[config.mk]
export PLATFORM = sky130hd
export DESIGN_NAME = ibp_prefetch
export DESIGN_NICKNAME = d
export VERILOG_FILES = /design/src/rtl/ibp_pkg.sv /design/src/rtl/ibp_queue.sv /design/src/rtl/ibp_fetch.sv /design/src/rtl/ibp_prefetch.sv
export SDC_FILE = /design/constraint.sdc
export NUM_CORES = 1
export LEC_CHECK = 0
export ABC_CLOCK_PERIOD_IN_PS = 2300
export BUFFER_PORTS_ARGS = -buffer_cell sky130_fd_sc_hd__buf_2
export CAP_MARGIN = 25
export CORE_ASPECT_RATIO = 1.2
export CORE_UTILIZATION = 54
export CTS_BUF_LIST = sky130_fd_sc_hd__clkbuf_8
export CTS_CLUSTER_DIAMETER = 150
export DETAILED_ROUTE_END_ITERATION = 16
export GPL_ROUTABILITY_DRIVEN = 0
export PLACE_DENSITY = 0.78
export SLEW_MARGIN = 20
export SYNTH_ARGS = -nofsm -noshare
export SYNTH_HDL_FRONTEND = slang
export SYNTH_SLANG_ARGS = --single-unit
[constraint.sdc]
create_clock -name clk_i -period 2.3 [get_ports clk_i]
set_input_delay 0.23 -clock clk_i [delete_from_list [all_inputs] [get_ports clk_i]]
set_output_delay 0.23 -clock clk_i [all_outputs]
set_load 0.03 [all_outputs]
[src/rtl/ibp_pkg.sv]
package ibp_pkg;
  typedef logic [7:0] ibyte_t;

  // Wrap-aware pointer step for any depth.
  function automatic int unsigned ptr_step(input int unsigned p, input int unsigned depth);
    return (p == depth - 1) ? 0 : p + 1;
  endfunction
endpackage

[src/rtl/ibp_queue.sv]
module ibp_queue
  import ibp_pkg::*;
#(
  parameter int unsigned DEPTH = 8,
  localparam int unsigned PW   = (DEPTH > 1) ? $clog2(DEPTH) : 1,
  localparam int unsigned CW   = $clog2(DEPTH + 1)
) (
  input  logic          clk_i,
  input  logic          rst_ni,
  input  logic          flush_i,
  input  logic          push_i,
  input  ibyte_t        push_data_i,
  input  logic          pop_i,
  output ibyte_t        head_o,
  output logic          valid_o,
  output logic [CW-1:0] cnt_o,
  output logic [CW-1:0] cnt_next_o
);
  ibyte_t        slot_q [DEPTH];
  logic [PW-1:0] wr_ptr_q, rd_ptr_q, wr_ptr_inc, rd_ptr_inc;
  logic [CW-1:0] cnt_q;
  logic          pop_ok;

  // Power-of-two depth wraps for free, otherwise compare.
  generate
    if ((1 << PW) == DEPTH) begin : g_pow2
      assign wr_ptr_inc = wr_ptr_q + 1'b1;
      assign rd_ptr_inc = rd_ptr_q + 1'b1;
    end else begin : g_mod
      assign wr_ptr_inc = PW'(ptr_step(int'(wr_ptr_q), DEPTH));
      assign rd_ptr_inc = PW'(ptr_step(int'(rd_ptr_q), DEPTH));
    end
  endgenerate

  assign valid_o = (cnt_q != '0);
  assign pop_ok  = pop_i & valid_o;
  assign head_o  = slot_q[rd_ptr_q];
  assign cnt_o   = cnt_q;

  always_comb begin
    cnt_next_o = cnt_q;
    if (flush_i) cnt_next_o = '0;
    else if (push_i && !pop_ok) cnt_next_o = cnt_q + 1'b1;
    else if (!push_i && pop_ok) cnt_next_o = cnt_q - 1'b1;
  end

  always_ff @(posedge clk_i or negedge rst_ni) begin
    if (!rst_ni) begin
      wr_ptr_q <= '0;
      rd_ptr_q <= '0;
      cnt_q    <= '0;
    end else begin
      cnt_q <= cnt_next_o;
      if (flush_i) begin
        wr_ptr_q <= '0;
        rd_ptr_q <= '0;
      end else begin
        if (push_i) wr_ptr_q <= wr_ptr_inc;
        if (pop_ok) rd_ptr_q <= rd_ptr_inc;
      end
    end
  end

  always_ff @(posedge clk_i) begin
    if (push_i && !flush_i) slot_q[wr_ptr_q] <= push_data_i;
  end
endmodule

[src/rtl/ibp_fetch.sv]
module ibp_fetch #(
  parameter int unsigned    AW         = 16,
  parameter logic [AW-1:0]  RESET_ADDR = '0
) (
  input  logic          clk_i,
  input  logic          rst_ni,
  input  logic          bus_busy_i,
  input  logic          redirect_i,
  input  logic [AW-1:0] redirect_addr_i,
  input  logic          room_i,
  input  logic          mem_ready_i,
  output logic          mem_req_o,
  output logic [AW-1:0] mem_addr_o,
  output logic          push_o
);
  logic          pend_q, drop_q, accept, issue;
  logic [AW-1:0] fetch_addr_q, fetch_addr_d, req_addr_q;

  assign accept = pend_q & mem_ready_i;
  assign push_o = accept & ~drop_q & ~redirect_i;
  // One read outstanding at most; a new one may chain onto an accepted one.
  assign issue  = (~pend_q | accept) & ~bus_busy_i & ~redirect_i & room_i;

  always_comb begin
    fetch_addr_d = fetch_addr_q;
    if (redirect_i) fetch_addr_d = redirect_addr_i;
    else if (push_o) fetch_addr_d = fetch_addr_q + 1'b1;
  end

  always_ff @(posedge clk_i or negedge rst_ni) begin
    if (!rst_ni) begin
      pend_q       <= 1'b0;
      drop_q       <= 1'b0;
      fetch_addr_q <= RESET_ADDR;
      req_addr_q   <= RESET_ADDR;
    end else begin
      fetch_addr_q <= fetch_addr_d;
      if (issue) begin
        pend_q     <= 1'b1;
        req_addr_q <= fetch_addr_d;
      end else if (accept) begin
        pend_q <= 1'b0;
      end
      // Waiting read at redirect: let it finish, discard its byte.
      if (redirect_i && pend_q && !mem_ready_i) drop_q <= 1'b1;
      else if (accept) drop_q <= 1'b0;
    end
  end

  assign mem_req_o  = pend_q;
  assign mem_addr_o = req_addr_q;
endmodule

[src/rtl/ibp_prefetch.sv]
module ibp_prefetch
  import ibp_pkg::*;
#(
  parameter int unsigned   AW         = 16,
  parameter int unsigned   DEPTH      = 8,
  parameter logic [AW-1:0] RESET_ADDR = '0
) (
  input  logic          clk_i,
  input  logic          rst_ni,
  input  logic          bus_busy_i,
  input  logic          redirect_i,
  input  logic [AW-1:0] redirect_addr_i,
  output logic          mem_req_o,
  output logic [AW-1:0] mem_addr_o,
  input  logic          mem_ready_i,
  input  logic [7:0]    mem_data_i,
  input  logic          pop_i,
  output logic [7:0]    byte_o,
  output logic          byte_valid_o
);
  localparam int unsigned CW = $clog2(DEPTH + 1);

  logic [CW-1:0] fill_cnt, fill_cnt_next;
  logic          push, room;

  // Room counts this cycle's push and pop, so the next read always fits.
  assign room = (fill_cnt_next < CW'(DEPTH));

  ibp_fetch #(.AW(AW), .RESET_ADDR(RESET_ADDR)) fetch_i (
    .clk_i           (clk_i),
    .rst_ni          (rst_ni),
    .bus_busy_i      (bus_busy_i),
    .redirect_i      (redirect_i),
    .redirect_addr_i (redirect_addr_i),
    .room_i          (room),
    .mem_ready_i     (mem_ready_i),
    .mem_req_o       (mem_req_o),
    .mem_addr_o      (mem_addr_o),
    .push_o          (push)
  );

  ibp_queue #(.DEPTH(DEPTH)) queue_i (
    .clk_i       (clk_i),
    .rst_ni      (rst_ni),
    .flush_i     (redirect_i),
    .push_i      (push),
    .push_data_i (mem_data_i),
    .pop_i       (pop_i),
    .head_o      (byte_o),
    .valid_o     (byte_valid_o),
    .cnt_o       (fill_cnt),
    .cnt_next_o  (fill_cnt_next)
  );
endmodule

==> out/qor.yml, run 1 <==
max_stage_delay_ns: 0.43
cpMaxStageDelayCell: "dfrtp_1"
start_util_pct: 56.6
synth_area_um2: 4670
areaGrowthSynthToFinish_pct: 15.4
max-vdd-ir-drop_uv: 623
end_kind: "flip-flop"
yosysSeqAreaShare_pct: 64.8
cts.path.max_buffers: 2
grt_pass1_wl_um: 13300
tritoncts: "built"
whs_ns: 0.0922
fin_nets: 413
final_layout_size_suffix_gt1_share_pct: 37.2
final_cell_mix: "edfxtp_1, buf_2, dfrtp_1"
cts_sinks: 108
track_usage_pct: 19.8
criticalPathCategory: "reg -> reg"
maxCapViolCount: 0
htreeDepth: 3
relSlewSlack_pct: 66.8
num-fill-cells: 621
p_leak_uw: 0.00208
place_ws_ns: 0.0409
diodes: 0
antenna_left: 0
drv_slew: 0
crit_arrival_ns: 2.49
rsz0062_at_grt: "false"
ys_types: 43
clock_latency_ns: 0.36
synth.avg_cell_area_um2: 15.3
fmax_mhz: 446
power.density_nw_per_um2: 993
grt_pass1_vias: 2788
cp_num_buf_inv: 1
hpwlAfterDp_um: 5620
vias_per_cell: 5.49
start_kind: "flip-flop"
final_common_cell: "edfxtp_1"
antenna_found_initial: 0
worst_slack_ns: 0.0586
dr.pass1.iters: 4
path_cells: "inv_2, ha_4, or3b_4, and2_4, o21ai_4, mux2_4, mux2_4"
post-route-min-period_ns: 2.24
worstPathRequired_ns: 2.55
grt_overflow_total: 0
root_buffer: "clkbuf_8"
cp_max_fo: 8
finalSetupViolations: 0
synth_nets: 341
hold_path_class: "in -> reg"
rows: 36
core-area_um2: 8240
first_iter_violations: 106
cts_buffers: 9
vias: 2724
syn-instance-count: 306
port_buffers: 55
yosys_warnings: 0
dieArea_um2: 9020
wire_per_inst_um: 17.1
skew_ns: 0.00945
drc_errors: 0
ys_ff_latch: 108
cpMostUsedCell: "mux2_4"
routed_wl_um: 8500
die_w_um: 86.9
path_clk_slew_ns: 0.10
crit_family: "multiplexers"
hold_viol_final: 0
worst_pin_slew_ns: 0.498
ioPinCount: 56
min_period_over_period_pct: 97.5
run_status: "complete, no violations"
grt_max_degree: 45
die_h_um: 104
## timing repair
action	CTS	global route
buffers inserted	0	3
endpoints found under the setup margin	0	16
hold buffers	0	1
hold endpoints to repair	0	15
gates resized for setup	0	2
## report_power, final
| group | total, uW | internal [uW] | switching, uW |
|---|---|---|---|
| Combinational | 1860 | 841 | 1020 |
| Clock | 1030 | 399 | 632 |
| Sequential | 2460 | 2290 | 167 |
| Total | 5350 | 3530 | 1820 |
## registers in the layout (all words and copies together) (netlist names)
name                  flops
fetch_i.fetch_addr_q     16
queue_i.wr_ptr_q          3
fetch_i.drop_q            1
fetch_i.mem_addr_o       16
queue_i.cnt_o             4
fetch_i.mem_req_o         1
queue_i.slot_q           64
queue_i.rd_ptr_q          3
## path summary, 6_finish.rpt
kind	from	end	slack (ns)	depth (start not counted)
worst max-delay path	queue_i.cnt_o[0]	fetch_i.mem_addr_o[14]	0.06	7
worst min-delay path	redirect_addr_i[12]	fetch_i.fetch_addr_q[12]	0.09	3
worst max register to register	queue_i.cnt_o[0]	fetch_i.mem_addr_o[14]	0.06	7
worst min register to register	fetch_i.mem_addr_o[14]	fetch_i.mem_addr_o[14]	0.52	1
max in group asynchronous	rst_ni	queue_i.rd_ptr_q[0]	1.51	3
min in group asynchronous	rst_ni	fetch_i.fetch_addr_q[12]	0.31	2
## kinds of logic (layout without fill, tap and decap cells)
logic type | after synthesis | in the layout | share of synthesized area (%)
fa+ha+maj | 5 | 5 | 1.34
mux | 44 | 46 | 15.3
flops | 108 | 108 | 64.8
buf+inv | 19 | 93 | 2.25
xor+xnor | 21 | 21 | 3.94
simple gates | 88 | 88 | 9.86
compound gates | 21 | 21 | 2.60
## through the flow
| stage | power [uW] | TNS [ns] | area, um^2 | utilization, % | cells |
|---|---|---|---|---|---|
| after floorplan | 3860 | -0.800 | 4690 | - | 306 |
| after global placement | 4240 | 0 | 5130 | 62.3 | 474 |
| after detailed placement | 4290 | 0 | 5130 | 62.3 | 474 |
| after CTS | 5300 | 0 | 5310 | 64.4 | 489 |
| after global routing | 5610 | 0 | 5390 | 65.4 | 496 |
| final | 5350 | 0 | 5390 | 65.4 | 496 |
## synth_stat cells
master     n  area [um^2]
o21bai_1   1         7.51
o21ai_2    1         8.76
ha_1       5         62.6
o21ai_0   11         55.1
xnor2_1   13          114
buf_1      2         7.51
nand3_1    8         40.0
or3_1      4         25.0
a31oi_1    1         6.26
o41ai_1    1         8.76
xor2_1     8         70.1
a211oi_1   1         7.51
dfrtp_1   44         1100
buf_4      1         7.51
a21oi_1    4         20.0
edfxtp_1  64         1920
and2_4     1         8.76
buf_6      1         11.3
nor2_1    16         60.1
nor2b_1    1         6.26
or3b_4     1         11.3
nor4_1     3         18.8
inv_1      4         15.0
and3b_1    1         8.76
buf_2      5         25.0
clkbuf_1   5         18.8
nand2_1   26         97.6
buf_12     1         20.0
or4_4      1         11.3
nand3b_2   1         11.3
and3_1     2         12.5
o211ai_1   1         7.51
or4_1      1         7.51
mux4_2    16          360
nand4_1    6         37.5
nor3_1     6         30.0
mux2_4    10          150
mux2i_1    1         10.0
nand4b_1   1         8.76
and4_2     1         10.0
nand3b_1   4         30.0
mux2_2    17          191
nand2b_1   4         25.0
## routing by layer
layer  vias to the layer above  GRT usage (%)  part of all wire [%]
li1                       1283              -                     -
met1                      1341           24.5                    41
met2                        78           33.5                    51
met3                        22           3.81                   3.9
met4                         0           8.33                   3.4
met5                         -              0                     0
## tightest hold or removal path, delay by kind of cell
family / cells / cell delay [ns]
buf+inv: 1 / 0.08
simple gates: 2 / 0.11
## final cells by class
cell class	count	area [um^2]	share of cell area (%)
clock buffer	9	124	2.30
clock inverter	6	48.8	0.906
inverter	4	15.0	0.279
multi-input combinational	181	1590	29.5
sequential	108	3020	56.1
tap	114	143	2.65
timing repair buffer	74	445	8.27
Note: power is estimated with default switching activity, not from simulation.
==> run 2: changes to the inputs <==
Settings changed: ABC_CLOCK_PERIOD_IN_PS 2300 to 1950, SLEW_MARGIN 20 to default.
Clock period 2.3 ns to 1.95 ns, I/O delays scaled along.
==> out/qor.yml, run 2 (same netlist as run 1, synthesis figures left out) <==
areaGrowthSynthToFinish_pct: 25.0
skew_ns: 0.00966
finalSetupViolations: 25
hold_path_end: "fetch_i.drop_q"
tritoncts: "built"
cts_sinks: 108
largest_reg_flops: 64
finalInstanceArea_um2: 5830
max_stage_delay_ns: 0.40
htreeDepth: 3
hold_viol_final: 0
r2r-end: "fetch_i.mem_addr_o[1]"
drv_slew: 0
grt_pass1_wl_um: 14400
rows: 36
path_cells: "inv_2, ha_4, or3b_4, and2_4, o21ai_4, mux2_4, mux2_4"
first_iter_violations: 76
start_util_pct: 56.6
drc_errors: 0
fmax_mhz: 456
die_h_um: 104
worst_slack_ns: -0.244
crit_arrival_ns: 2.45
cts.path.max_buffers: 2
relSlewSlack_pct: 59.1
fin_nets: 437
num-fill-cells: 570
min_period_over_period_pct: 113
hold_path_class: "in -> reg"
violations: "setup timing"
worstPathRequired_ns: 2.21
criticalPathCategory: "reg -> reg"
max-vdd-ir-drop_uv: 766
hold_depth: 2
antenna_found_initial: 0
grt_overflow_total: 0
final_layout_size_suffix_gt1_share_pct: 44.0
end_kind: "flip-flop"
cp_max_fo: 8
grt_max_degree: 45
die_w_um: 86.9
vias_per_cell: 5.50
cpMostUsedCell: "mux2_4"
rrSetupSlack_ns: -0.24
largest_register: "queue_i.slot_q"
final_common_cell: "edfxtp_1"
post-route-min-period_ns: 2.19
instances_no_fill: 521
routed_wl_um: 9330
dieArea_um2: 9020
p_leak_uw: 0.00228
place_inst: 491
r2r-start: "queue_i.cnt_o[0]"
hpwlAfterDp_um: 5910
track_usage_pct: 21.8
worst_pin_slew_ns: 0.614
dr.pass1.iters: 4
rsz0062_at_grt: "true"
final_cell_mix: "edfxtp_1, buf_2, dfrtp_1"
crit_family: "multiplexers"
power.density_nw_per_um2: 1190
wire_per_inst_um: 17.9
antenna_left: 0
cts_buffers: 9
root_buffer: "clkbuf_8"
hold_path.startpoint: "mem_ready_i"
cp_num_buf_inv: 1
path_clk_slew_ns: 0.10
r2r_cells: 7
startpoint: "queue_i.cnt_o[0]"
grt_pass1_vias: 3000
core-area_um2: 8240
run_status: "complete, but fails checks"
clock_latency_ns: 0.37
diodes: 0
vias: 2868
cpMaxStageDelayCell: "dfrtp_1"
maxCapViolCount: 0
place_area_um2: 5350
start_kind: "flip-flop"
port_buffers: 55
ioPinCount: 56
==> run 2: power breakdown <==
group          switching (uW)  total [uW]  leakage (uW)  internal [uW]
Sequential                189        2890       0.00112           2700
Clock                     758        1360     0.0000952            601
Combinational            1350        2660       0.00106           1310
Total                    2300        6920       0.00228           4620
==> run 2: cell type report <==
cell class / instances / area [um^2] / area share [%]
inverters: 4 / 15.0 / 0.257
clock inverters: 7 / 73.8 / 1.27
clock buffers: 9 / 124 / 2.12
flip-flops and latches: 108 / 3020 / 51.8
multi-input cells: 181 / 1700 / 29.2
repair buffers: 98 / 751 / 12.9
well taps: 114 / 143 / 2.45
==> run 2: stage by stage <==
stage	total power [uW]	hold slack [ns]	util (%)	setup WS, ns	TNS [ns]
after floorplan	4560	-0.101	-	-0.439	-7.58
after detailed placement	5250	0.313	64.9	-0.212	-3.17
after global placement	5170	0.302	64.9	-0.176	-2.63
after global routing	7240	0.0508	70.8	-0.319	-7.01
final	6920	0.0517	70.8	-0.244	-5.06
after CTS	6790	0.0297	69.0	-0.228	-4.49
==> run 2: timing repair <==
item,CTS,global route
pin swaps,1,4
gates resized for setup,26,9
hold buffers,1,0
hold endpoints to repair,44,0
gates cloned,1,2
buffers inserted,4,7
setup endpoints to repair,24,82
==> run 2: worst register-to-register path: cells and delay by family (launching register included) <==
kind | cells | cell delay, ns
and+or+nand+nor | 2 | 0.54
AOI/OAI and AO/OA | 1 | 0.24
adders and majority gates | 1 | 0.11
buffers and inverters | 1 | 0.08
DFF | 1 | 0.40
muxes | 2 | 0.72
==> run 2: metal layers <==
layer	GRT usage (%)	vias to the layer above	share of wire, %
li1	-	1331	-
met1	25.2	1444	39
met2	38.3	76	54
met3	5.95	17	4.5
met4	7.38	0	2.2
met5	0	-	0
==> run 2: worst max-delay path by stage <==
stage,endpoint,slack [ns],cells past startpoint
finish,fetch_i.mem_addr_o[1],-0.24,7
global route,fetch_i.mem_addr_o[7],-0.32,7
CTS,fetch_i.mem_addr_o[7],-0.23,7
detailed placement,fetch_i.mem_addr_o[7],-0.21,7
global placement,fetch_i.mem_addr_o[13],-0.18,7
floorplan,fetch_i.mem_addr_o[10],-0.44,9
==> run 3: changes to the inputs <==
Settings changed: PLACE_DENSITY 0.78 to 0.77, TNS_END_PERCENT from default to 50.
==> out/qor.yml, run 3 (same netlist as run 1, synthesis figures left out) <==
min_period_over_period_pct: 111
largest_register: "queue_i.slot_q"
grt_pass1_vias: 2919
clock_latency_ns: 0.36
dr.pass1.iters: 4
antenna_left: 0
skew_ns: 0.0164
start_util_pct: 56.6
p_sw_share_pct: 33.7
fmax_mhz: 460
worst_slack_ns: -0.224
core-area_um2: 8240
cp_max_fo: 5
die_w_um: 86.9
final_cell_mix: "edfxtp_1, buf_2, dfrtp_1"
diodes: 0
vias: 2875
max_stage_delay_ns: 0.41
multi_input_area_um2: 1660
hpwlAfterDp_um: 5980
die_h_um: 104
pwr-share-clk_pct: 18.4
tns_ns: -4.78
htreeDepth: 3
final_common_cell: "edfxtp_1"
drv_slew: 0
path_cells: "inv_2, ha_4, or3b_4, and2_4, o21ai_4, mux2_4, mux2_4"
worstPathRequired_ns: 2.19
run_status: "complete, but fails checks"
cts_buffers: 9
wire_per_inst_um: 17.3
rows: 36
final_layout_size_suffix_gt1_share_pct: 42.9
dieArea_um2: 9020
crit_arrival_ns: 2.42
worst_pin_slew_ns: 0.605
cpMaxStageDelayCell: "dfrtp_1"
fin_nets: 438
areaGrowthSynthToFinish_pct: 22.8
violations: "setup timing"
start_kind: "flip-flop"
place_ws_ns: -0.229
hold_path_class: "in -> reg"
register_area_um2: 3020
root_buffer: "clkbuf_8"
end_kind: "flip-flop"
grt_overflow_total: 0
cpMostUsedCell: "mux2_4"
track_usage_pct: 20.9
largest_reg_flops: 64
cts_sinks: 108
p_sw_uw: 2290
hold_viol_final: 0
grt_pass1_wl_um: 14100
post-route-min-period_ns: 2.17
ioPinCount: 56
power.density_nw_per_um2: 1190
first_iter_violations: 146
port_buffers: 55
p_leak_uw: 0.00226
criticalPathCategory: "reg -> reg"
antenna_found_initial: 0
vias_per_cell: 5.51
routed_wl_um: 9030
grt_max_degree: 32
internal_power_uw: 4510
p_seq_share_pct: 42.4
rsz0062_at_grt: "true"
path_clk_slew_ns: 0.10
drc_errors: 0
num-fill-cells: 581
utilization_pct: 69.6
max-vdd-ir-drop_uv: 751
cts.path.max_buffers: 2
whs_ns: 0.0602
finalSetupViolations: 26
relSlewSlack_pct: 59.7
maxCapViolCount: 0
tritoncts: "built"
combPwrFrac_pct: 39.2
run 3: timing repair:
item | CTS | global route
setup buffers | 3 | 3
pin swaps | 1 | 1
resized for setup | 29 | 5
hold endpoints to repair | 26 | 0
hold buffers | 1 | 0
gates cloned | 2 | 2
endpoints found under the setup margin | 27 | 55
run 3: worst max-delay path: cells and delay by family (launching register included):
kind            cells  cell delay (ns)
fa+ha+maj           1             0.13
mux                 2             0.70
compound gates      1             0.22
simple gates        2             0.53
flops               1             0.41
buf+inv             1             0.08
run 3: metal layers:
metal | wire (um) | GRT usage, % | vias up
met5 | 0 | 0 | -
met4 | 186 | 7.86 | 0
met3 | 349 | 4.29 | 17
met2 | 4880 | 36.7 | 76
met1 | 3610 | 25.0 | 1445
li1 | - | - | 1337
run 3: power by group through the flow:
stage	logic, uW	clock network, uW	registers, uW
3_3_place_gp	2260	0	2900
2_1_floorplan	1300	0	3260
4_1_cts	2550	1280	2870
6_report	2670	1250	2880
3_5_place_dp	2310	0	2910
5_1_grt	2820	1370	2910
run 3: worst paths after layout:
| path | end | slack (ns) | from | cells past startpoint |
|---|---|---|---|---|
| worst max-delay path | fetch_i.mem_addr_o[10] | -0.22 | queue_i.cnt_o[1] | 7 |
| worst min-delay path | fetch_i.drop_q | 0.06 | mem_ready_i | 2 |
| min in group asynchronous | fetch_i.mem_addr_o[13] | 0.37 | rst_ni | 2 |
| worst min register to register | fetch_i.mem_addr_o[3] | 0.51 | fetch_i.mem_addr_o[3] | 1 |
| worst max register to register | fetch_i.mem_addr_o[10] | -0.22 | queue_i.cnt_o[1] | 7 |
| max in group asynchronous | queue_i.rd_ptr_q[0] | 1.01 | rst_ni | 3 |
run 3: cell type report:
| type | instances | area share, % |
|---|---|---|
| Inverter | 4 | 0.262 |
| Tap cell | 114 | 2.49 |
| Sequential cell | 108 | 52.7 |
| Clock inverter | 7 | 1.05 |
| Timing Repair Buffer | 99 | 12.3 |
| Multi-Input combinational cell | 181 | 29.0 |
| Clock buffer | 9 | 2.16 |
run 3: metrics by stage:
step                total power [uW]  std cells  cell area [um^2]
CTS                             6700        517              5650
global placement                5160        495              5320
detailed placement              5220        495              5320
global route                    7100        522              5730
finish                          6800        522              5730
floorplan                       4560        306              4720
